File: src/rtl/pwm_dbuf_pkg.sv
package pwm_dbuf_pkg;
  localparam int ACT_W    = 12;
  localparam int NUM_REGS = 3;
  localparam int REG_LOAD = 0;
  localparam int REG_CMPA = 1;
  localparam int REG_CMPB = 2;

  // action word field indices (2 bits each)
  localparam int FLD_ZERO  = 0;
  localparam int FLD_LOAD  = 1;
  localparam int FLD_CA_DN = 3;
  localparam int FLD_CB_DN = 5;

  typedef enum logic [1:0] {
    ACT_KEEP   = 2'd0,
    ACT_TOGGLE = 2'd1,
    ACT_LOW    = 2'd2,
    ACT_HIGH   = 2'd3
  } act_e;

  function automatic logic [1:0] act_field(input logic [ACT_W-1:0] w, input int idx);
    return w[idx*2 +: 2];
  endfunction

  function automatic logic apply_act(input logic [1:0] code, input logic cur);
    case (act_e'(code))
      ACT_TOGGLE: return ~cur;
      ACT_LOW:    return 1'b0;
      ACT_HIGH:   return 1'b1;
      default:    return cur;
    endcase
  endfunction
endpackage

File: src/rtl/pwm_down_counter.sv
module pwm_down_counter #(
  parameter int CNT_W = 16
) (
  input  logic             clk_i,
  input  logic             rst_ni,
  input  logic             stall_i,
  input  logic             stall_run_i,
  input  logic [CNT_W-1:0] reload_i,
  output logic [CNT_W-1:0] cnt_o,
  output logic             zero_tick_o,
  output logic             fresh_o
);
  logic [CNT_W-1:0] cnt_q;
  logic             fresh_q;
  logic             at_zero;
  logic             halt;
  logic             tick;

  assign at_zero     = (cnt_q == '0);
  assign halt        = stall_i && !stall_run_i && at_zero;
  assign tick        = !halt;
  assign zero_tick_o = tick && at_zero;
  assign cnt_o       = cnt_q;
  assign fresh_o     = fresh_q;

  always_ff @(posedge clk_i or negedge rst_ni) begin
    if (!rst_ni) begin
      cnt_q   <= '0;
      fresh_q <= 1'b0;
    end else begin
      fresh_q <= tick;
      if (tick) cnt_q <= at_zero ? reload_i : cnt_q - CNT_W'(1);
    end
  end


  cnt_step_chk: assert property (@(posedge clk_i) disable iff (!rst_ni)
    (cnt_q != '0) |=> (cnt_q == $past(cnt_q) - CNT_W'(1)));


  stall_hold_chk: assert property (@(posedge clk_i) disable iff (!rst_ni)
    (stall_i && !stall_run_i && cnt_q == '0) |=> (cnt_q == '0));
endmodule

File: src/rtl/pwm_shadow_bank.sv
module pwm_shadow_bank
  import pwm_dbuf_pkg::*;
#(
  parameter int CNT_W = 16
) (
  input  logic             clk_i,
  input  logic             rst_ni,
  input  logic             wr_en_i,
  input  logic [1:0]       wr_sel_i,
  input  logic [CNT_W-1:0] wr_data_i,
  input  logic             sync_mode_i,
  input  logic             glob_upd_i,
  input  logic             zero_tick_i,
  output logic [CNT_W-1:0] reload_o,
  output logic [CNT_W-1:0] act_load_o,
  output logic [CNT_W-1:0] act_cmp_a_o,
  output logic [CNT_W-1:0] act_cmp_b_o
);
  logic             armed_q;
  logic             commit_go;
  logic [CNT_W-1:0] active [NUM_REGS];
  logic [CNT_W-1:0] next_active [NUM_REGS];

  assign commit_go = zero_tick_i && (!sync_mode_i || armed_q);

  always_ff @(posedge clk_i or negedge rst_ni) begin
    if (!rst_ni) armed_q <= 1'b0;
    else if (glob_upd_i) armed_q <= 1'b1;
    else if (zero_tick_i) armed_q <= 1'b0;
  end

  for (genvar i = 0; i < NUM_REGS; i++) begin : g_reg
    logic [CNT_W-1:0] shadow_q;
    logic [CNT_W-1:0] active_q;
    logic             pend_q;
    logic             wr_hit;

    assign wr_hit         = wr_en_i && (wr_sel_i == 2'(i));
    assign active[i]      = active_q;
    assign next_active[i] = (commit_go && pend_q) ? shadow_q : active_q;

    always_ff @(posedge clk_i or negedge rst_ni) begin
      if (!rst_ni) begin
        shadow_q <= '0;
        active_q <= '0;
        pend_q   <= 1'b0;
      end else begin
        active_q <= next_active[i];
        if (wr_hit) begin
          shadow_q <= wr_data_i;
          pend_q   <= 1'b1;
        end else if (commit_go) begin
          pend_q   <= 1'b0;
        end
      end
    end
  end

  // counter reloads with the value being committed at this zero
  assign reload_o    = next_active[REG_LOAD];
  assign act_load_o  = active[REG_LOAD];
  assign act_cmp_a_o = active[REG_CMPA];
  assign act_cmp_b_o = active[REG_CMPB];


  zero_only_chk: assert property (@(posedge clk_i) disable iff (!rst_ni)
    !zero_tick_i |=> ($stable(act_load_o) && $stable(act_cmp_a_o) && $stable(act_cmp_b_o)));


  sync_gate_chk: assert property (@(posedge clk_i) disable iff (!rst_ni)
    (sync_mode_i && !armed_q) |=> ($stable(act_load_o) && $stable(act_cmp_a_o) && $stable(act_cmp_b_o)));


  armed_clr_chk: assert property (@(posedge clk_i) disable iff (!rst_ni)
    (zero_tick_i && armed_q && !glob_upd_i) |=> !armed_q);
endmodule

File: src/rtl/pwm_action_unit.sv
module pwm_action_unit
  import pwm_dbuf_pkg::*;
#(
  parameter int CNT_W = 16
) (
  input  logic             clk_i,
  input  logic             rst_ni,
  input  logic             fresh_i,
  input  logic [CNT_W-1:0] cnt_i,
  input  logic [CNT_W-1:0] act_load_i,
  input  logic [CNT_W-1:0] act_cmp_a_i,
  input  logic [CNT_W-1:0] act_cmp_b_i,
  input  logic [ACT_W-1:0] word_i,
  output logic             pwm_o
);
  logic       pwm_q;
  logic       hit_ld, hit_ca, hit_cb, hit_z;
  logic [1:0] c_ld, c_ca, c_cb, c_z;
  logic [1:0] code;

  assign hit_ld = (cnt_i == act_load_i);
  assign hit_ca = (cnt_i == act_cmp_a_i);
  assign hit_cb = (cnt_i == act_cmp_b_i);
  assign hit_z  = (cnt_i == '0);

  assign c_ld = act_field(word_i, FLD_LOAD);
  assign c_ca = act_field(word_i, FLD_CA_DN);
  assign c_cb = act_field(word_i, FLD_CB_DN);
  assign c_z  = act_field(word_i, FLD_ZERO);

  // highest-priority event carrying a non-keep action
  always_comb begin
    if (hit_ld && c_ld != ACT_KEEP)      code = c_ld;
    else if (hit_ca && c_ca != ACT_KEEP) code = c_ca;
    else if (hit_cb && c_cb != ACT_KEEP) code = c_cb;
    else if (hit_z && c_z != ACT_KEEP)   code = c_z;
    else                                 code = ACT_KEEP;
  end

  always_ff @(posedge clk_i or negedge rst_ni) begin
    if (!rst_ni)      pwm_q <= 1'b0;
    else if (fresh_i) pwm_q <= apply_act(code, pwm_q);
  end

  assign pwm_o = pwm_q;


  load_prio_chk: assert property (@(posedge clk_i) disable iff (!rst_ni)
    (fresh_i && hit_ld && c_ld == ACT_HIGH) |=> pwm_o);
endmodule

File: src/rtl/pwm_dbuf_gen.sv
module pwm_dbuf_gen
  import pwm_dbuf_pkg::*;
#(
  parameter int CNT_W = 16
) (
  input  logic             clk_i,
  input  logic             rst_ni,
  input  logic             wr_en_i,
  input  logic [1:0]       wr_sel_i,
  input  logic [CNT_W-1:0] wr_data_i,
  input  logic             sync_mode_i,
  input  logic             glob_upd_i,
  input  logic             stall_i,
  input  logic             stall_run_i,
  input  logic [11:0]      act_a_i,
  input  logic [11:0]      act_b_i,
  output logic [CNT_W-1:0] count_o,
  output logic             pwm_a_o,
  output logic             pwm_b_o
);
  localparam int NUM_OUT = 2;

  logic [CNT_W-1:0] cnt;
  logic [CNT_W-1:0] reload;
  logic [CNT_W-1:0] act_load, act_cmp_a, act_cmp_b;
  logic             zero_tick;
  logic             fresh;
  logic [ACT_W-1:0] words [NUM_OUT];
  logic [NUM_OUT-1:0] pwm;

  assign words[0] = act_a_i;
  assign words[1] = act_b_i;

  pwm_shadow_bank #(.CNT_W(CNT_W)) u_bank (
    .clk_i       (clk_i),
    .rst_ni      (rst_ni),
    .wr_en_i     (wr_en_i),
    .wr_sel_i    (wr_sel_i),
    .wr_data_i   (wr_data_i),
    .sync_mode_i (sync_mode_i),
    .glob_upd_i  (glob_upd_i),
    .zero_tick_i (zero_tick),
    .reload_o    (reload),
    .act_load_o  (act_load),
    .act_cmp_a_o (act_cmp_a),
    .act_cmp_b_o (act_cmp_b)
  );

  pwm_down_counter #(.CNT_W(CNT_W)) u_cnt (
    .clk_i       (clk_i),
    .rst_ni      (rst_ni),
    .stall_i     (stall_i),
    .stall_run_i (stall_run_i),
    .reload_i    (reload),
    .cnt_o       (cnt),
    .zero_tick_o (zero_tick),
    .fresh_o     (fresh)
  );

  for (genvar g = 0; g < NUM_OUT; g++) begin : g_out
    pwm_action_unit #(.CNT_W(CNT_W)) u_act (
      .clk_i       (clk_i),
      .rst_ni      (rst_ni),
      .fresh_i     (fresh),
      .cnt_i       (cnt),
      .act_load_i  (act_load),
      .act_cmp_a_i (act_cmp_a),
      .act_cmp_b_i (act_cmp_b),
      .word_i      (words[g]),
      .pwm_o       (pwm[g])
    );
  end

  assign count_o = cnt;
  assign pwm_a_o = pwm[0];
  assign pwm_b_o = pwm[1];


  rst_out_chk: assert property (@(posedge clk_i)
    !rst_ni |-> (count_o == '0 && !pwm_a_o && !pwm_b_o));
endmodule

File: config.mk
export PLATFORM = sky130hd
export DESIGN_NAME = pwm_dbuf_gen
export DESIGN_NICKNAME = d
export VERILOG_FILES = /design/src/rtl/pwm_dbuf_pkg.sv /design/src/rtl/pwm_down_counter.sv /design/src/rtl/pwm_shadow_bank.sv /design/src/rtl/pwm_action_unit.sv /design/src/rtl/pwm_dbuf_gen.sv
export SDC_FILE = /design/constraint.sdc
export NUM_CORES = 1
export LEC_CHECK = 0
export ABC_AREA = 1
export BUFFER_PORTS_ARGS = -buffer_cell sky130_fd_sc_hd__buf_2
export CORE_MARGIN = 5
export CORE_UTILIZATION = 55
export CTS_BUF_LIST = sky130_fd_sc_hd__clkbuf_2 sky130_fd_sc_hd__clkbuf_4 sky130_fd_sc_hd__clkbuf_8
export CTS_CLUSTER_DIAMETER = 50
export DETAILED_ROUTE_END_ITERATION = 7
export PLACE_DENSITY = 0.82
export SYNTH_ARGS = -nofsm -noshare
export SYNTH_HDL_FRONTEND = slang
export SYNTH_SLANG_ARGS = --single-unit
File: constraint.sdc
create_clock -name clk_i -period 2.2 [get_ports clk_i]
set_input_delay 0.11 -clock clk_i [delete_from_list [all_inputs] [get_ports clk_i]]
set_output_delay 0.11 -clock clk_i [all_outputs]
set_load 0.01 [all_outputs]
==> impl_summary.log <==
INFO  metric status = completed
INFO  metric max-clock-path-buffers = 2
INFO  metric async_flop_share = 100%
INFO  metric maxCapViolations = 0
INFO  metric power.share.sequential = 49.9%
INFO  metric htree_num_levels = 4
INFO  metric setup.worst_path.end_class = flip-flop
INFO  metric timing.critical_path.slowest_cell_delay = 450 ps
INFO  metric layout.area.seq = 0.00299 mm2
INFO  metric clock-skew-final = 9.85 ps
INFO  metric postRouteAntennaNets = 0
INFO  metric fmaxAchievable = 460 MHz
INFO  metric setup_ws = 28.3 ps
INFO  metric yosys.area.top_type = dfrtp_1
INFO  metric p_total = 4850 uW
INFO  metric cell_with_the_most_instances_after_synthesis = nand2_1
INFO  metric dieHeight = 114 um
INFO  metric cp_cell_sequence = inv_1 > nand2_1 > nor2_1 > nand2_2 > nor2_4 > nand2_4 > a211oi_4 > buf_6 > nand3_1 > nand2_1 > a21oi_1 > o21ai_0
INFO  metric syn_to_layout_area_delta = 22.4%
INFO  metric floorplan.core_area = 0.0107 mm2
INFO  metric antenna_found_initial = 0
INFO  metric drt_pre_antenna_iters = 5
INFO  metric clkSinkCount = 119
INFO  metric post_synthesis_compound_gate_area_fraction = 7.55%
INFO  metric synth_mux_area_share = 7.30%
INFO  metric detail_route.drc_violations = 0
INFO  metric setup_viol = 0
INFO  metric grt_first_pass_wirelength = 24.0 mm
INFO  metric leakagePower = 0.00376 uW
INFO  metric synthesis.yosys.warnings = 0
INFO  metric n_fill_cell = 773
INFO  metric clock_power_share = 44.2%
INFO  metric worstSetupPathType = reg2reg
INFO  metric post-route-util = 68.0%
INFO  metric std_cell_rows = 38
INFO  metric drtIter0Drc = 425
INFO  metric power_frac_comb = 5.9%
INFO  metric drive_gt1_share = 25.9%
INFO  metric cell_internal_pwr = 3750 uW
INFO  metric timing.hold.worst.class = in2reg
INFO  metric largest_family_of_logic_cells_by_synthesized_area = simple AND/OR/NAND/NOR gates
INFO  metric post_synth_inst_count = 697
INFO  metric register_to_register_setup_slack = 30 ps
INFO  metric initial_utilization = 55.5%
INFO  metric netSwitchingFraction = 22.6%
INFO  metric cts_tree = built
INFO  metric adder_cell_share_of_the_synthesized_area = 0.210%
INFO  metric synth.top_cell.area_share = 49.9%
INFO  metric post_synth_xor_area_fraction = 3.38%
INFO  metric via_count_of_the_first_global_routing_pass = 4,983
INFO  metric total_wirelength_of_the_detailed_routed_design = 15.6 mm
INFO  metric mappedNetlistArea = 0.00597 mm2
INFO  metric critical_path.max_fanout = 8
INFO  metric post-place-ws = 30.5 ps
INFO  metric gpl.final_weighted_congestion = 0.970
INFO  metric postSynthRegisterBits = 119
INFO  metric critPathArrivalTime = 2520 ps
INFO  metric clk-insertion-delay-late = 440 ps
INFO  metric shortest_period_the_worst_path_allows = 2170 ps
INFO  metric crit_top_cell = nand2_1
INFO  metric multi_input_comb_area = 0.00263 mm2
INFO  metric dp_hpwl = 10.2 mm
INFO  metric root_buffer = clkbuf_8
INFO  metric vias = 5,188
INFO  metric avgRoutedWirePerCell = 16.3 um
INFO  metric final_nets = 858
INFO  metric p_sw = 1100 uW
INFO  metric die_x = 114 um
INFO  metric syn-mean-instance-area = 8.56 um2
INFO  metric io_buffer_count = 58
INFO  metric grt_remaining_overflow = 0
INFO  metric timing.slew.headroom = 65.4%
INFO  metric tightest_slew = 519 ps
INFO  metric synth_simple_gate_area_share = 24.2%
INFO  metric final_worst_path_cycle_share = 98.7%
INFO  metric pin_count = 67
INFO  metric cp-start-kind = flip-flop
INFO  metric synthTopCellsByCount = 230 x nand2_1, 119 x dfrtp_1, 80 x inv_1
INFO  metric antenna_diode_instance_count = 0
INFO  metric global_route.usage.total = 23.4%
INFO  metric yosys-top-cells-area = dfrtp_1 50%, nand2_1 14%, inv_1 5.0%
INFO  metric final_max_slew_viol_count = 0
INFO  metric fraction_of_the_yosys_area_taken_by_sequential_cells = 49.9%
INFO  metric design.die.area = 0.0130 mm2
INFO  metric postSynthNetCount = 747
INFO  metric cp.required = 2550 ps
INFO  metric grt_start_max_net_pins = 81
INFO  metric post_drt_via_cell_ratio = 5.41
INFO  metric vdd_ir_drop_max = 0.384 mV
INFO  metric crit_slowest_cell = dfrtp_2
INFO  metric rsz0062_at_grt = true
INFO  metric power_density = 663 mW/mm2
INFO  metric clkSlewWorstSetupHoldPaths = 70 ps
INFO  metric number_of_buffers_created_by_cts = 17
INFO  metric synth_flop_cell = dfrtp_1
INFO  metric report.final.hold_viol_count = 0
INFO  metric synth_enable_flop_cells = 0
INFO  metric post_synth_num_cell_types = 40
-- registers in the layout, indices dropped and copies added, names as in the netlist --
register and count:
u_cnt.cnt_o 16, u_bank.g.shadow_q 48, u_bank.act_cmp_b_o 16, u_bank.armed_q 1, u_bank.g.pend_q 3, u_bank.act_cmp_a_o 16
u_cnt.fresh_o 1, g_out.u_act.pwm_o 2, u_bank.act_load_o 16
-- path summary, 6_finish.rpt --
path                                        startpoint                          end  cells past startpoint
setup / recovery                        u_cnt.cnt_o[8]              u_cnt.cnt_o[11]                     12
hold / removal                            wr_data_i[3]  u_bank.g_reg[2].shadow_q[3]                      3
setup reg to reg                        u_cnt.cnt_o[8]              u_cnt.cnt_o[11]                     12
hold reg to reg            u_bank.g_reg[2].shadow_q[9]  u_bank.g_reg[2].shadow_q[9]                      2
max in group asynchronous                       rst_ni              u_cnt.cnt_o[14]                      3
min in group asynchronous                       rst_ni         g_out[0].u_act.pwm_o                      2
-- through the flow --
step / hold slack [ps] / setup TNS [ps] / cells / instance area (um2)
detailed placement: 117 / 0 / 895 / 6480
finish: 36.8 / 0 / 959 / 7310
CTS: 2.03 / 0 / 941 / 7080
global route: 36.5 / -850 / 959 / 7310
floorplan: -186 / 0 / 697 / 5970
global placement: 112 / 0 / 895 / 6480
-- metal layers --
layer	up-vias	part of all wire, %	GRT usage (%)
li1	2426	-	-
met3	48	8.1	6.24
met2	236	48	38.3
met4	0	3.1	8.63
met1	2478	41	30.1
met5	-	0	0
-- repair_timing --
item	4_1_cts	5_1_grt
gates resized for setup	2	36
endpoints found under the setup margin	3	48
buffers inserted	0	17
hold buffers	16	0
hold endpoints to repair	79	0
pin swaps	0	9
cloned	0	1
-- cell families after synthesis --
logic type / Yosys count
buffers and inverters: 105
AND/OR/NAND/NOR: 344
AO/OA/AOI/OAI: 73
flip-flops: 119
XOR/XNOR: 23
multiplexers: 32
adder cells (fa/ha/maj): 1
-- cells in the final DEF, fill, tap and decap left out, types with 4 or more instances in the layout --
cell type / netlist / final
nor2_4: 1 / 5
nor2_2: 5 / 5
nand2_4: 2 / 5
nand2_1: 230 / 226
nor2_1: 42 / 38
mux2_4: 20 / 20
o21ai_0: 55 / 55
mux2_2: 12 / 12
inv_1: 80 / 77
nand2_2: 4 / 5
o211ai_2: 5 / 5
clkbuf_8: 0 / 19
xnor2_1: 16 / 16
buf_2: 5 / 57
dlygate4sd3_1: 0 / 16
nand3_1: 40 / 40
inv_2: 3 / 6
nand4_1: 6 / 6
dfrtp_2: 0 / 11
dfrtp_1: 119 / 108
buf_4: 1 / 38
xor2_1: 7 / 7
bufinv_16: 0 / 4
-- cell type report --
type | count | area share [%]
multi-input cells | 473 | 36.0
clock inverters | 9 | 2.06
well taps | 140 | 2.40
inverters | 83 | 4.26
flip-flops and latches | 119 | 40.9
clock buffers | 21 | 3.78
repair buffers | 114 | 10.6
-- worst max-delay path: cells and delay by family, from the launching register on --
family | cells | cell delay (ps)
AO/OA/AOI/OAI | 3 | 470
buffers and inverters | 2 | 340
flip-flops | 1 | 450
AND/OR/NAND/NOR | 7 | 830
-- power by group through the flow --
stage / clock network, uW / registers (uW) / logic (uW)
after global routing: 2260 / 2430 / 335
final: 2140 / 2420 / 287
after CTS: 2160 / 2420 / 288
after detailed placement: 0 / 2450 / 262
after global placement: 0 / 2440 / 246
after floorplan: 0 / 2430 / 134
(Power assumes the default switching activity.)
